## src/rtl/fdc_wr_pkg.sv

```systemverilog
package fdc_wr_pkg;

    localparam int unsigned ADDR_W = 4;

    localparam logic [2:0] SW_MOTOR  = 3'd4;
    localparam logic [2:0] SW_DRIVE2 = 3'd5;
    localparam logic [2:0] SW_Q6     = 3'd6;
    localparam logic [2:0] SW_Q7     = 3'd7;

    localparam logic [ADDR_W-1:0] A_SHIFT_GO  = 4'hC;
    localparam logic [ADDR_W-1:0] A_LATCH_LD  = 4'hD;

    typedef enum logic [1:0] {
        MODE_READ  = 2'b00,
        MODE_SENSE = 2'b01,
        MODE_WRITE = 2'b10,
        MODE_LOAD  = 2'b11
    } mode_e;

    typedef struct packed {
        logic q7;
        logic q6;
        logic motor;
        logic drive2;
    } sw_t;

endpackage

```

## src/rtl/fdc_switch_bank.sv

```systemverilog
module fdc_switch_bank
    import fdc_wr_pkg::*;
#(
    parameter int unsigned DATA_W = 8
) (
    input  logic              clk,
    input  logic              rst,
    input  logic              acc,
    input  logic [ADDR_W-1:0] addr,
    input  logic              we,
    input  logic [DATA_W-1:0] wdata,
    input  logic              wprot,
    output sw_t               sw,
    output logic [DATA_W-1:0] rdata,
    output logic [DATA_W-1:0] latch,
    output logic              start
);

    typedef struct packed {
        sw_t               sw;
        logic [DATA_W-1:0] rdata;
        logic [DATA_W-1:0] latch;
    } bank_t;

    bank_t cur_q, nxt_d;
    mode_e mode_after;

    always_comb begin
        nxt_d = cur_q;
        if (acc) begin
            unique case (addr[3:1])
                SW_MOTOR:  nxt_d.sw.motor  = addr[0];
                SW_DRIVE2: nxt_d.sw.drive2 = addr[0];
                SW_Q6:     nxt_d.sw.q6     = addr[0];
                SW_Q7:     nxt_d.sw.q7     = addr[0];
                default:   ;
            endcase
        end
        mode_after = mode_e'({nxt_d.sw.q7, nxt_d.sw.q6});
        if (acc && !we) begin
            nxt_d.rdata = '0;
            if (mode_after == MODE_SENSE) begin
                nxt_d.rdata[DATA_W-1] = wprot;
            end
        end
        if (acc && we && addr == A_LATCH_LD && cur_q.sw.q7) begin
            nxt_d.latch = wdata;
        end
    end

    always_ff @(posedge clk) begin
        if (rst) begin
            cur_q <= '0;
        end else begin
            cur_q <= nxt_d;
        end
    end

    assign sw    = cur_q.sw;
    assign rdata = cur_q.rdata;
    assign latch = cur_q.latch;
    assign start = acc && addr == A_SHIFT_GO && cur_q.sw.q7 && cur_q.sw.motor;

endmodule

```

## src/rtl/fdc_bit_shifter.sv

```systemverilog
module fdc_bit_shifter #(
    parameter int unsigned DATA_W        = 8,
    parameter int unsigned TICKS_PER_BIT = 8
) (
    input  logic              clk,
    input  logic              rst,
    input  logic              ref_tick,
    input  logic              run_en,
    input  logic              start,
    input  logic [DATA_W-1:0] latch,
    output logic              wr_data
);

    localparam int unsigned TW = (TICKS_PER_BIT > 1) ? $clog2(TICKS_PER_BIT) : 1;
    localparam int unsigned BW = (DATA_W > 1) ? $clog2(DATA_W) : 1;
    localparam logic [TW-1:0] LAST_TICK = TW'(TICKS_PER_BIT - 1);
    localparam logic [BW-1:0] LAST_BIT  = BW'(DATA_W - 1);

    typedef struct packed {
        logic              active;
        logic [DATA_W-1:0] sreg;
        logic [BW-1:0]     bitcnt;
        logic [TW-1:0]     tickcnt;
        logic              wdat;
    } shf_t;

    shf_t cur_q, nxt_d;

    always_comb begin
        nxt_d = cur_q;
        if (!run_en) begin
            nxt_d.active = 1'b0;
        end else if (!cur_q.active) begin
            if (start) begin
                nxt_d.active  = 1'b1;
                nxt_d.sreg    = latch;
                nxt_d.bitcnt  = '0;
                nxt_d.tickcnt = '0;
            end
        end else if (ref_tick) begin
            if (cur_q.tickcnt == '0 && cur_q.sreg[DATA_W-1]) begin
                nxt_d.wdat = ~cur_q.wdat;
            end
            if (cur_q.tickcnt == LAST_TICK) begin
                nxt_d.tickcnt = '0;
                if (cur_q.bitcnt == LAST_BIT) begin
                    nxt_d.sreg   = latch;
                    nxt_d.bitcnt = '0;
                end else begin
                    nxt_d.sreg   = cur_q.sreg << 1;
                    nxt_d.bitcnt = cur_q.bitcnt + 1'b1;
                end
            end else begin
                nxt_d.tickcnt = cur_q.tickcnt + 1'b1;
            end
        end
    end

    always_ff @(posedge clk) begin
        if (rst) begin
            cur_q <= '0;
        end else begin
            cur_q <= nxt_d;
        end
    end

    assign wr_data = cur_q.wdat;

endmodule

```

## src/rtl/fdc_write_shifter.sv

```systemverilog
module fdc_write_shifter
    import fdc_wr_pkg::*;
#(
    parameter int unsigned DATA_W        = 8,
    parameter int unsigned TICKS_PER_BIT = 8
) (
    input  logic              clk,
    input  logic              rst,
    input  logic              ref_tick,
    input  logic              bus_strobe,
    input  logic              dev_sel,
    input  logic [3:0]        bus_addr,
    input  logic              bus_we,
    input  logic [DATA_W-1:0] bus_wdata,
    output logic [DATA_W-1:0] bus_rdata,
    input  logic              wprot_in,
    output logic              motor_on,
    output logic              drive2_sel,
    output logic              wr_req,
    output logic              wr_data
);

    logic              acc;
    sw_t               sw;
    logic [DATA_W-1:0] latch;
    logic              start;

    assign acc = bus_strobe && dev_sel;

    fdc_switch_bank #(
        .DATA_W (DATA_W)
    ) u_bank (
        .clk   (clk),
        .rst   (rst),
        .acc   (acc),
        .addr  (bus_addr),
        .we    (bus_we),
        .wdata (bus_wdata),
        .wprot (wprot_in),
        .sw    (sw),
        .rdata (bus_rdata),
        .latch (latch),
        .start (start)
    );

    assign motor_on   = sw.motor;
    assign drive2_sel = sw.drive2;
    assign wr_req     = sw.q7 && sw.motor;

    fdc_bit_shifter #(
        .DATA_W        (DATA_W),
        .TICKS_PER_BIT (TICKS_PER_BIT)
    ) u_shift (
        .clk      (clk),
        .rst      (rst),
        .ref_tick (ref_tick),
        .run_en   (wr_req),
        .start    (start),
        .latch    (latch),
        .wr_data  (wr_data)
    );

endmodule

```

## config.mk

```make
export PLATFORM = sky130hd
export DESIGN_NAME = fdc_write_shifter
export DESIGN_NICKNAME = d
export VERILOG_FILES = /design/src/rtl/fdc_wr_pkg.sv /design/src/rtl/fdc_switch_bank.sv /design/src/rtl/fdc_bit_shifter.sv /design/src/rtl/fdc_write_shifter.sv
export SDC_FILE = /design/constraint.sdc
export NUM_CORES = 1
export LEC_CHECK = 0
export BUFFER_PORTS_ARGS = -buffer_cell sky130_fd_sc_hd__buf_2
export CAP_MARGIN = 20
export CORE_ASPECT_RATIO = 2
export CORE_UTILIZATION = 35
export DETAILED_ROUTE_END_ITERATION = 10
export GPL_ROUTABILITY_DRIVEN = 0
export HOLD_SLACK_MARGIN = 0.1
export MAX_ROUTING_LAYER = met4
export SKIP_LAST_GASP = 1
export SLEW_MARGIN = 20
export SYNTH_ARGS = -nofsm -noshare
export SYNTH_HDL_FRONTEND = slang
export SYNTH_SLANG_ARGS = --single-unit
```

## constraint.sdc

```tcl
create_clock -name clk -period 4.9 [get_ports clk]
set_input_delay 0.735 -clock clk [delete_from_list [all_inputs] [get_ports clk]]
set_output_delay 0.735 -clock clk [all_outputs]
set_load 0.005 [all_outputs]
```

==> results.toml <==
[run_status]
status = "finished, final reports clean"

[clocking]
clkLatencyLatePin_ps = 280
cts_tree = "built"
path_clk_slew_ps = 60
clock_path_buffers = 2
cts_setup_buffers = 0
cts_max_level = 2
post_cts_resized = 0
clock_sinks = 29
cts_inserted_buffers = 5
clockRootBuffer = "clkbuf_8"
cts_hold_buf = 0

[critical_path]
worstSetupStartpointType = "register"
r2r_slack_ps = 3140
path_buf_inv = 2
crit_type = "reg2out"
cp_cell_sequence = "nand2_1, inv_1, buf_2"
cp.arrival_ps = 1810
regToRegEndpoint = "u_shift.cur_q[10]$_SDFFE_PP0P_"
path_max_fanout = 17
ff2ff_path_depth = 4
end_kind = "primary output"
required_ps = 4160
startpoint = "u_bank.sw[1]$_SDFFE_PP0P_"
critPathMaxStageDelay_ps = 480
cp_slowest_cell = "dfxtp_1"
crit_family = "buffers and inverters"
r2r-start = "u_bank.sw[1]$_SDFFE_PP0P_"

[power_and_ir_drop]
max-vdd-ir-drop_mv = 0.216
power_w = 0.000513
power_density_nw_per_um2 = 295
p_leak_nw = 0.702

[detailed_routing]
drtIter0Drc = 21
wl_met3_microns = 87
highest_layer = "met4"
num_vias = 1346
drt-wirelength-per-cell_microns = 13.5
drc = 0
wl_microns = 3470
wl_met1_microns = 1320
via_per_inst = 5.22
ant_nets = 0
first_pass_iters = 4
dr_wl_met2_microns = 1990

[sta]
finalHoldViolCount = 0
finalCritPeriodShare_pct = 52.0
fin_worst_skew_ps = 5.48
fmax_ghz = 0.392
tightest_slew_ps = 535
period_minus_slack_ps = 2550
finalSetupViolCount = 0
slew-limit-headroom_pct = 64.2
finalWorstSetupSlack_ps = 2350
final_max_slew_viol_count = 0
fin_setup_tns_ps = 0
rsz0062_at_grt = "no"

[logic_synthesis]
syn-instance-count = 190
avgSynthCellArea_sq_um = 8.17
synth_edf_count = 0
synth.distinct_cells = 32
ys_seq_elements = 29
syn-cell-area_sq_um = 1550
synth-main-ff-cell = "dfxtp_1"
seq_area_frac_synth_pct = 37.4
async_flop_share_pct = 0
yosysWarnings = 0

[floorplanning]
start_util_pct = 37.2
io-pin-count = 31
dieArea_sq_um = 4720
die_w_microns = 49.1
rows = 33
die_y_microns = 96.2
coreArea_sq_um = 4170

[placement]
io_buffers = 23
hpwl_microns = 2670
place_area_sq_um = 1620
pre_cts_ws_ps = 2660

[finish]
antenna_cells = 0
fin_area_sq_um = 1740
drive_gt1_share_pct = 15.0
area_delta_synth_final_pct = 11.9
layout.nets = 229

[worst_hold_path]
hold_path.class = "reg2reg"
hold_depth = 2
hold_end = "u_bank.rdata[7]$_SDFFE_PP0P_"
min_from = "u_bank.rdata[7]$_SDFFE_PP0P_"

[run]
maxCapViolations = 0

[global_routing]
grt_pass1_vias = 1252
grt-ovfl-total = 0
grt_max_degree = 27
grt_pass1_wl_microns = 5640
track_usage_pct = 16.3
antenna_found_initial = 0
[synth_stat cells, types with 2 or more instances]
master	n	area share [%]
clkbuf_1	7	1.7
o21a_1	2	0.97
nor2_1	19	4.6
o211ai_1	7	3.4
and2_1	2	0.81
buf_2	2	0.64
inv_1	6	1.5
mux2i_1	15	9.7
buf_6	3	2.2
ha_1	5	4.0
nor3_1	9	2.9
dfxtp_1	29	37
buf_4	8	3.9
nand4_1	4	1.6
nand3_1	12	3.9
o21ai_1	11	3.5
a21oi_1	16	5.2
nand2_1	13	3.1
o21ai_0	7	2.3
[final cells by class]
| type | count | area (sq um) |
|---|---|---|
| inverter | 6 | 22.5 |
| fill | 430 | 2430 |
| clock inverter | 1 | 30.0 |
| clock buffer | 7 | 86.3 |
| tap | 52 | 65.1 |
| sequential | 29 | 581 |
| timing repair buffer | 23 | 115 |
| multi-input combinational | 140 | 838 |
[power breakdown]
| part | total (W) | switching, W | internal (W) |
|---|---|---|---|
| Combinational | 0.0000211 | 0.0000137 | 0.00000738 |
| Sequential | 0.000237 | 0.000000542 | 0.000236 |
| Clock | 0.000255 | 0.0000899 | 0.000166 |
[metrics by stage]
stage	cells	hold WS (ps)	util, %
finish	258	472	41.7
global route	258	501	41.7
detailed placement	250	460	38.9
CTS	258	472	41.7
floorplan	196	425	-
global placement	250	456	38.9
[registers in the layout (all words and copies together) (netlist names)]
signal,cells
u_bank.latch,8
u_bank.rdata,1
u_bank.sw,4
u_shift.cur_q,15
u_shift.wr_data,1
[cell usage in the layout (no fill, tap or decap), drive strengths merged]
cell,instances
and2,2
and4b,1
nor2,19
bufinv,1
nand4b,1
buf,23
nand3,12
a31oi,1
or3b,1
ha,5
dfxtp,29
inv,6
o32ai,1
o211ai,7
conb,7
nand4,4
nand2,13
xnor2,1
and3,1
o211a,1
clkbuf,7
o21ai,19
o21a,2
a21oi,16
and4,1
mux2i,15
nor4,1
nor3,9
[worst min-delay path, stage by stage (launching register included)]
cell and delay, ps:
dfxtp_1 310, nand2_1 50, o32ai_1 70
[layer usage]
layer | GRT usage (%) | vias up
met4 | 8.33 | 0
met2 | 32.4 | 28
met1 | 14.1 | 625
li1 | - | 688
met5 | - | -
met3 | 2.69 | 5
[cell families (layout without fill, tap and decap cells)]
logic type	Yosys count	count (layout)	synth area share, %
fa+ha+maj	5	5	4.03
mux	15	15	9.67
compound gates	47	47	18.0
xor+xnor	1	1	0.564
other cells	1	7	0.242
simple gates	65	65	20.1
flops	29	29	37.4
buf+inv	27	37	10.1
[how the worst max path moves through the flow]
stage / endpoint / cells after the start
final: wr_req / 3
after global routing: wr_req / 3
after CTS: wr_req / 3
after detailed placement: u_shift.cur_q[13]$_SDFFE_PP0P_ / 5
after global placement: u_shift.cur_q[13]$_SDFFE_PP0P_ / 5
after floorplan: u_shift.cur_q[10]$_SDFFE_PP0P_ / 7
No activity file was read; power rests on OpenSTA's default activity.
